$ cat config.mk
export PLATFORM = sky130hd
export DESIGN_NAME = vid_capture_fifo
export DESIGN_NICKNAME = d
export VERILOG_FILES = /design/src/rtl/vcf_pkg.sv /design/src/rtl/vcf_strobe_sync.sv /design/src/rtl/vcf_ram.sv /design/src/rtl/vcf_ctrl.sv /design/src/rtl/vid_capture_fifo.sv
export SDC_FILE = /design/constraint.sdc
export NUM_CORES = 2
export LEC_CHECK = 0
export BUFFER_PORTS_ARGS = -buffer_cell sky130_fd_sc_hd__buf_4
export CAP_MARGIN = 20
export CORE_MARGIN = 1.5
export CORE_UTILIZATION = 50
export CTS_CLUSTER_SIZE = 28
export DETAILED_ROUTE_END_ITERATION = 7
export PLACE_DENSITY = 0.69
export SKIP_LAST_GASP = 1
export SYNTH_ARGS = -nofsm -noshare
export SYNTH_HDL_FRONTEND = slang
export SYNTH_SLANG_ARGS = --single-unit
$ cat constraint.sdc
create_clock -name clk -period 5.7 [get_ports clk]
set_input_delay 0.855 -clock clk [delete_from_list [all_inputs] [get_ports clk]]
set_output_delay 0.855 -clock clk [all_outputs]
set_load 0.01 [all_outputs]
$ cat src/rtl/vcf_pkg.sv
package vcf_pkg;
  typedef struct packed {
    logic full;
    logic half_n;
    logic empty;
    logic ovf;
    logic unf;
  } vcf_flags_t;
endpackage

$ cat src/rtl/vcf_strobe_sync.sv
module vcf_strobe_sync #(
  parameter int STAGES = 2
) (
  input  logic clk,
  input  logic rst,
  input  logic strobe_n,
  output logic rd_pulse
);
  // sh[0..STAGES-1] synchronise, sh[STAGES] holds the previous level
  logic [STAGES:0] sh;

  always_ff @(posedge clk) begin
    if (rst) sh[0] <= 1'b1;
    else     sh[0] <= strobe_n;
  end

  for (genvar g = 1; g <= STAGES; g++) begin : g_chain
    always_ff @(posedge clk) begin
      if (rst) sh[g] <= 1'b1;
      else     sh[g] <= sh[g-1];
    end
  end

  // falling edge of the synchronised strobe: one pulse per host access
  assign rd_pulse = sh[STAGES] & ~sh[STAGES-1];
endmodule

$ cat src/rtl/vcf_ram.sv
module vcf_ram #(
  parameter int DATA_W = 32,
  parameter int AW     = 6
) (
  input  logic              clk,
  input  logic              rst,
  input  logic              we,
  input  logic [AW-1:0]     waddr,
  input  logic [DATA_W-1:0] wdata,
  input  logic              re,
  input  logic [AW-1:0]     raddr,
  output logic [DATA_W-1:0] rdata
);
  localparam int WORDS = 1 << AW;

  logic [DATA_W-1:0] mem [WORDS];

  always_ff @(posedge clk) begin
    if (we) mem[waddr] <= wdata;
  end

  // registered read port; output holds when no read is granted
  always_ff @(posedge clk) begin
    if (rst)     rdata <= '0;
    else if (re) rdata <= mem[raddr];
  end
endmodule

$ cat src/rtl/vcf_ctrl.sv
module vcf_ctrl
  import vcf_pkg::*;
#(
  parameter int DEPTH = 64,
  localparam int AW   = $clog2(DEPTH),
  localparam int CW   = AW + 1
) (
  input  logic          clk,
  input  logic          rst,
  input  logic          wr_req,
  input  logic          rd_req,
  output logic          wr_ok,
  output logic          rd_ok,
  output logic [AW-1:0] waddr,
  output logic [AW-1:0] raddr,
  output vcf_flags_t    flags
);
  localparam logic [CW-1:0] LVL_FULL = CW'(DEPTH);
  localparam logic [CW-1:0] LVL_HALF = CW'(DEPTH / 2);

  logic [CW-1:0] occ, occ_nxt;

  assign wr_ok = wr_req & ~flags.full;
  assign rd_ok = rd_req & ~flags.empty;

  always_comb begin
    occ_nxt = occ + {{(CW-1){1'b0}}, wr_ok} - {{(CW-1){1'b0}}, rd_ok};
  end

  always_ff @(posedge clk) begin
    if (rst) begin
      occ          <= '0;
      waddr        <= '0;
      raddr        <= '0;
      flags.full   <= 1'b0;
      flags.half_n <= 1'b1;
      flags.empty  <= 1'b1;
      flags.ovf    <= 1'b0;
      flags.unf    <= 1'b0;
    end else begin
      occ          <= occ_nxt;
      if (wr_ok) waddr <= waddr + 1'b1;
      if (rd_ok) raddr <= raddr + 1'b1;
      flags.full   <= (occ_nxt == LVL_FULL);
      flags.half_n <= (occ_nxt < LVL_HALF);
      flags.empty  <= (occ_nxt == '0);
      flags.ovf    <= flags.ovf | (wr_req & flags.full);
      flags.unf    <= flags.unf | (rd_req & flags.empty);
    end
  end
endmodule

$ cat src/rtl/vid_capture_fifo.sv
module vid_capture_fifo
  import vcf_pkg::*;
#(
  parameter int DATA_W      = 32,
  parameter int DEPTH       = 64,
  parameter int SYNC_STAGES = 2
) (
  input  logic              clk,
  input  logic              rst,
  input  logic              wr_en,
  input  logic [DATA_W-1:0] wr_data,
  input  logic              rd_sel_n,
  output logic [DATA_W-1:0] rd_data,
  output logic              full,
  output logic              half_full_n,
  output logic              empty,
  output logic              overflow,
  output logic              underflow
);
  localparam int AW = $clog2(DEPTH);

  logic          rd_pulse, wr_ok, rd_ok;
  logic [AW-1:0] waddr, raddr;
  vcf_flags_t    flags;

  vcf_strobe_sync #(.STAGES(SYNC_STAGES)) sync_i (
    .clk(clk), .rst(rst), .strobe_n(rd_sel_n), .rd_pulse(rd_pulse)
  );

  vcf_ctrl #(.DEPTH(DEPTH)) ctrl_i (
    .clk(clk), .rst(rst), .wr_req(wr_en), .rd_req(rd_pulse),
    .wr_ok(wr_ok), .rd_ok(rd_ok), .waddr(waddr), .raddr(raddr), .flags(flags)
  );

  vcf_ram #(.DATA_W(DATA_W), .AW(AW)) ram_i (
    .clk(clk), .rst(rst), .we(wr_ok), .waddr(waddr), .wdata(wr_data),
    .re(rd_ok), .raddr(raddr), .rdata(rd_data)
  );

  assign full        = flags.full;
  assign half_full_n = flags.half_n;
  assign empty       = flags.empty;
  assign overflow    = flags.ovf;
  assign underflow   = flags.unf;
endmodule

# --- Word level (Yosys, flattened, before mapping) ---
# Memory sizes are Yosys's and may differ from the RTL's. A register that Yosys moved wholly into a read port is not among the register bits.
# Cells that the tools add are included.
totals:
  regBits: 27
  latchBits: 0
  ram_bits: 2048
  romBits: 0
  out_inout_bits: 37
  word_cells: 31
  memories: 1
classes:
  add_sub_neg: 4
  multipliers: 0
  n_div: 0
  magnitude_cmp: 1
  eq_ne: 1
  shifts: 0
  muxes: 2
  bitwise: 10
  n_reduce_logical: 1
memory_table:
  columns: ["memory", "words", "word_bits", "rd", "rd_ports_with_merged_regs", "wr", "line", "source"]
  rows:
  - ["ram_i.mem", 64, 32, 1, 1, 1, "vcf_ram.sv:16", "logic [DATA_W-1:0] mem [WORDS];"]
ops:
  columns: ["cell", "count"]
  rows:
  - ["6-bit by 1-bit adder with 6-bit output, second input constant", 2]
  - ["7-bit by 1-bit adder with 7-bit output", 1]
  - ["7-bit == test, second input constant", 1]
  - ["7-bit zero test", 1]
  - ["7-bit by 6-bit less-than comparator with 1-bit output, second input constant", 1]
  - ["7-bit by 1-bit subtractor with 7-bit output", 1]
  - ["1-bit bitwise AND", 5]
  - ["1-bit NOT", 3]
  - ["1-bit two-way mux", 2]
  - ["1-bit OR", 2]

# --- Logic depth before layout (Yosys ltp) ---
logic_depth:
  depth_word: 5
  ltp_mapped: 11

# --- By module ---
# From an unflattened synthesis, not the netlist that was laid out.
hier_totals:
  cells_unflattened: 3846
  area_unflattened_um2: 80877.6
by_module_without_submodules:
  columns: ["mod", "instances", "cells_each", "area_each_um2", "seq_area_each_um2"]
  rows:
  - ["vcf_ram", 1, 3710, 79590.1, 62139.6]
  - ["vcf_ctrl", 1, 129, 1202.4, 480.5]
  - ["vcf_strobe_sync", 1, 7, 85.1, 60.1]

# --- Worst setup path after synthesis ---
# OpenSTA, ideal clock, no wires.
synth_timing:
  path_type: "input port to flip-flop"
  startpoint: "input wr_en"
  endpoint: "memory ram_i.mem[31][0], enable pin"
  setup_time_ps: 423
  arrival_time_ps: 3160
  required_time_ps: 5277
  setup_slack_ps: 2117
  cell_stages: 5
  path_cell_list: "nor2b_1 and2_0 clkbuf_1 nand3_1 nor2_1"
synth_via:
  elab_chain_len: 3
synth_lines:
  columns: ["item", "line", "source"]
  rows:
  - ["start, declared", "vid_capture_fifo.sv:10", "input logic wr_en,"]
  - ["1-bit bitwise AND", "vcf_ctrl.sv:23", "assign wr_ok = wr_req & ~flags.full;"]
  - ["1-bit two-way mux", "vcf_ram.sv:19", "if (we) mem[waddr] <= wdata;"]
  - ["1-bit two-way mux (not written as such)", "vcf_ram.sv:19", null]
  - ["end, declared", "vcf_ram.sv:16", null]
# No other way between the ends.

==> impl_table.tex <==
\begin{tabular}{lr}
\hline
Metric & Value \\
\hline
\multicolumn{2}{l}{\textbf{Timing}} \\
\quad Post-route clock skew & 0.0293 ns \\
\quad Post-route clock period utilization & 0.708 \\
\quad Shortest period the worst path allows & 4.03 ns \\
\quad Relative max-transition margin & 0.195 \\
\quad Setup repair after global routing missed its margin & false \\
\quad Transition time at the pin with the least slew margin & 1.21 ns \\
\quad Total of endpoints with negative setup slack in the final report & 0 \\
\quad Total negative setup slack & 0 ns \\
\quad Final count of pins violating max slew & 0 \\
\quad Number of hold-slack violations in the final timing report & 0 \\
\quad Highest attainable clock frequency & 248 MHz \\
\multicolumn{2}{l}{\textbf{Route}} \\
\quad Wire length after detailed routing & 209000 µm \\
\quad Routed met1 length & 82800 µm \\
\quad Drt first pass iters & 6 \\
\quad Mean number of vias per cell & 6.46 \\
\quad Via total after detailed routing & 39600 \\
\quad DR WL met3 & 22000 µm \\
\quad Uppermost signal routing layer after detailed routing & met5 \\
\quad Number of nets still failing antenna checks after routing & 0 \\
\quad DRT iter0 DRCs & 6135 \\
\quad DRC violation count after routing & 0 \\
\quad Amount of wire on met2 after detailed routing & 98100 µm \\
\quad WL per Instance & 34.1 µm \\
\multicolumn{2}{l}{\textbf{Layout}} \\
\quad Core occupancy in the finished layout & 0.570 \\
\quad FILL cells & 11400 \\
\quad Design area & 0.0907 mm² \\
\quad Layout cell share with drive strength beyond 1 & 0.273 \\
\quad Layout area overhead & 12.8\% \\
\quad Count of nets after finishing & 3854 \\
\quad Most common cell after layout, fill and taps aside & sky130\_fd\_sc\_hd\_\_edfxtp\_1 \\
\quad Commonest non-fill, non-tap cells in the layout & sky130\_fd\_sc\_hd\_\_edfxtp\_1 (2048), sky130\_fd\_sc\_hd\_\_mux4\_2 (474), sky130\_fd\_sc\_hd\_\_clkbuf\_16 (207) \\
\multicolumn{2}{l}{\textbf{Clock network}} \\
\quad Clk\_lat worst skew & 0.83 ns \\
\quad TritonCTS clock tree & built \\
\quad Count of instances resized after the clock tree is built & 0 \\
\quad Maximum count of clock buffers along a single path & 3 \\
\quad Clock transition at the registers of the reported paths & 0.06 ns \\
\quad Number of clock buffers inserted by TritonCTS & 200 \\
\quad Number of buffers inserted to repair setup after CTS & 0 \\
\quad CTS HTree Levels & 4 \\
\quad CTS sink cnt & 2107 \\
\quad Hold-fix buffers, CTS & 0 \\
\quad Cell chosen for the clock root & sky130\_fd\_sc\_hd\_\_clkbuf\_16 \\
\multicolumn{2}{l}{\textbf{Synth}} \\
\quad Count of unique library cells instantiated by Yosys & 63 \\
\quad Yosys top cell area share & 0.765 \\
\quad Most used DFF post-synth & sky130\_fd\_sc\_hd\_\_edfxtp\_1 \\
\quad Synthesis Warnings & 0 \\
\quad Post-Synthesis Cell Area & 0.0804 mm² \\
\quad Sequential-to-total area share from yosys stat & 0.779 \\
\quad Synthesized netlist cell count & 3600 \\
\quad Post-synthesis average cell area & 22.3 µm² \\
\quad Number of synthesized flops with an enable pin & 2048 \\
\quad Share of synthesized flip-flops with an asynchronous set or reset & 0 \\
\quad Leading post-synthesis cells by cell area & sky130\_fd\_sc\_hd\_\_edfxtp\_1 (76\%), sky130\_fd\_sc\_hd\_\_mux4\_2 (13\%), sky130\_fd\_sc\_hd\_\_mux2i\_1 (2.4\%) \\
\quad Post-Synthesis Net Count & 3646 \\
\quad Register bit count reported by yosys & 2107 \\
\quad Post-synthesis cell type with the largest combined area & sky130\_fd\_sc\_hd\_\_edfxtp\_1 \\
\multicolumn{2}{l}{\textbf{Critical path}} \\
\quad Beginning of the worst register-to-register path & ctrl\_i.raddr[0] \\
\quad Largest fanout of any net on the critical path & 39 \\
\quad Crit. Startpoint & ctrl\_i.raddr[0] \\
\quad Category of the worst setup path launch point & flip-flop \\
\quad Start-to-end type of the worst setup path & flip-flop to flip-flop \\
\quad Signal arrival time at the worst endpoint & 4.68 ns \\
\quad CP Capture Type & flip-flop \\
\quad Data required time at the worst endpoint & 6.35 ns \\
\multicolumn{2}{l}{\textbf{Place}} \\
\quad RD Place Congestion & 0.850 \\
\quad Number of I/O port buffers & 72 \\
\quad Dpl cell area & 0.0844 mm² \\
\quad Half-perimeter wire length of the detailed placement result & 125000 µm \\
\multicolumn{2}{l}{\textbf{Hold path}} \\
\quad Worst min-delay path class & input port to flip-flop \\
\quad Worst hold path startpoint & rd\_sel\_n \\
\multicolumn{2}{l}{\textbf{Pwr}} \\
\quad Leakage power of the design & 27.4 nW \\
\quad VDD IR max & 325 µV \\
\quad PwrDens & 344 mW/mm² \\
\multicolumn{2}{l}{\textbf{Global routing}} \\
\quad Via count of the first global-routing pass & 37900 \\
\quad Maximum number of pins on one net before global-route repair & 91 \\
\quad Wire length of the first global-routing pass & 293000 µm \\
\quad Initial antenna violation count & 11 \\
\quad Global routing usage summed across all routing layers & 0.257 \\
\quad Sum of overflow across all layers after global routing & 0 \\
\multicolumn{2}{l}{\textbf{Die}} \\
\quad Chip height & 404 µm \\
\quad Core area & 0.159 mm² \\
\quad Initial core utilization & 0.505 \\
\quad Die boundary width & 404 µm \\
\quad \# rows & 146 \\
\quad I/O Pins & 73 \\
\quad Overall die area & 0.163 mm² \\
\multicolumn{2}{l}{\textbf{Run status}} \\
\quad Run status & finished clean \\
\multicolumn{2}{l}{\textbf{Run}} \\
\quad Number of maximum-capacitance constraint violations & 0 \\
\hline
\end{tabular}
-- worst max-delay path, cell delays in order (launching register included) --
cell	delay (ns)
sky130_fd_sc_hd__dfxtp_4	1.06
sky130_fd_sc_hd__buf_12	0.36
sky130_fd_sc_hd__buf_4	0.42
sky130_fd_sc_hd__mux4_2	0.58
sky130_fd_sc_hd__mux4_2	0.52
sky130_fd_sc_hd__o221ai_1	0.66
sky130_fd_sc_hd__o211ai_1	0.20
-- path summary, 6_finish.rpt --
check                           depth (start not counted)               to  slack [ns]
worst max-delay path                                    6  ram_i.rdata[27]        1.67
worst min-delay path                                    2     sync_i.sh[0]        0.22
worst max register to register                          6  ram_i.rdata[27]        1.67
worst min register to register                          1     sync_i.sh[1]        0.41
-- registers in the layout (all words and copies together) (netlist names) --
name          count
ctrl_i.waddr      6
ram_i.mem      2048
sync_i.sh         3
ram_i.rdata      32
ctrl_i.flags      5
ctrl_i.raddr      6
ctrl_i.occ        7
-- cell type report --
type,count,area [µm²],share of cell area
sequential,2107,62700,0.691
multi-input combinational,1279,17200,0.189
clock buffer,278,5640,0.0621
tap,2146,2690,0.0296
timing repair buffer,204,1860,0.0205
clock inverter,94,607,0.00669
inverter,16,62.6,0.000690
antenna,4,10.0,0.000110
-- through the flow --
step,power (mW),std cells,worst slack [ns],hold slack (ns)
floorplan,18.2,3600,2.12,0.389
global placement,18.8,5741,1.49,0.397
detailed placement,18.8,5748,1.49,0.396
CTS,31.3,6120,1.70,0.171
global route,32.0,6124,1.54,0.193
finish,31.2,6128,1.67,0.222
-- report_power, final --
part	internal [mW]	leakage, nW	switching [mW]	total, mW
sequential	17.1	18.9	0.0660	17.2
clock	7.10	3.08	5.58	12.7
combinational	0.462	5.46	0.882	1.34
total	24.7	27.4	6.53	31.2
-- layer usage --
| metal | vias up | GRT usage |
|---|---|---|
| met4 | 4 | 0.0801 |
| met2 | 2420 | 0.390 |
| li1 | 15700 | - |
| met1 | 21100 | 0.376 |
| met3 | 298 | 0.0564 |
| met5 | - | 0 |
-- synthesized netlist by cell type (3+ instances only) --
cell type and instances:
sky130_fd_sc_hd__buf_6 17, sky130_fd_sc_hd__and2_1 11, sky130_fd_sc_hd__a22oi_1 20, sky130_fd_sc_hd__inv_1 15, sky130_fd_sc_hd__a211oi_1 9, sky130_fd_sc_hd__or3_1 3, sky130_fd_sc_hd__o31ai_1 3, sky130_fd_sc_hd__a32oi_1 7
sky130_fd_sc_hd__nand2_1 66, sky130_fd_sc_hd__o211ai_1 15, sky130_fd_sc_hd__a22o_1 8, sky130_fd_sc_hd__a221oi_1 23, sky130_fd_sc_hd__xor2_1 5, sky130_fd_sc_hd__edfxtp_1 2048, sky130_fd_sc_hd__a31oi_1 3, sky130_fd_sc_hd__buf_4 25
sky130_fd_sc_hd__nor2b_1 11, sky130_fd_sc_hd__buf_2 55, sky130_fd_sc_hd__dfxtp_1 59, sky130_fd_sc_hd__ha_1 9, sky130_fd_sc_hd__nand3b_1 5, sky130_fd_sc_hd__xnor2_1 8, sky130_fd_sc_hd__nor3_1 14, sky130_fd_sc_hd__mux2i_1 189
sky130_fd_sc_hd__a21oi_1 25, sky130_fd_sc_hd__a211o_1 30, sky130_fd_sc_hd__a221o_1 5, sky130_fd_sc_hd__o221ai_1 43, sky130_fd_sc_hd__o22a_1 3, sky130_fd_sc_hd__clkbuf_1 76, sky130_fd_sc_hd__mux2_2 38, sky130_fd_sc_hd__a2111oi_0 12
sky130_fd_sc_hd__nand3_1 29, sky130_fd_sc_hd__nand4_1 4, sky130_fd_sc_hd__o22ai_1 46, sky130_fd_sc_hd__buf_1 22, sky130_fd_sc_hd__o2111ai_1 5, sky130_fd_sc_hd__or2_2 3, sky130_fd_sc_hd__o21ai_0 7, sky130_fd_sc_hd__nor2_1 119
sky130_fd_sc_hd__a311oi_1 3, sky130_fd_sc_hd__mux4_2 474
-- cell families (layout without fill, tap and decap cells) --
logic type	Yosys count	count (layout)	synth area share
XOR/XNOR	13	13	0.00142
adder cells (fa/ha/maj)	10	10	0.00165
buffers and inverters	214	592	0.0139
AND/OR/NAND/NOR	278	278	0.0155
multiplexers	701	701	0.162
AO/OA/AOI/OAI	277	277	0.0266
other	0	4	0
flip-flops	2107	2107	0.779
Power figures use the tool's default switching activity.
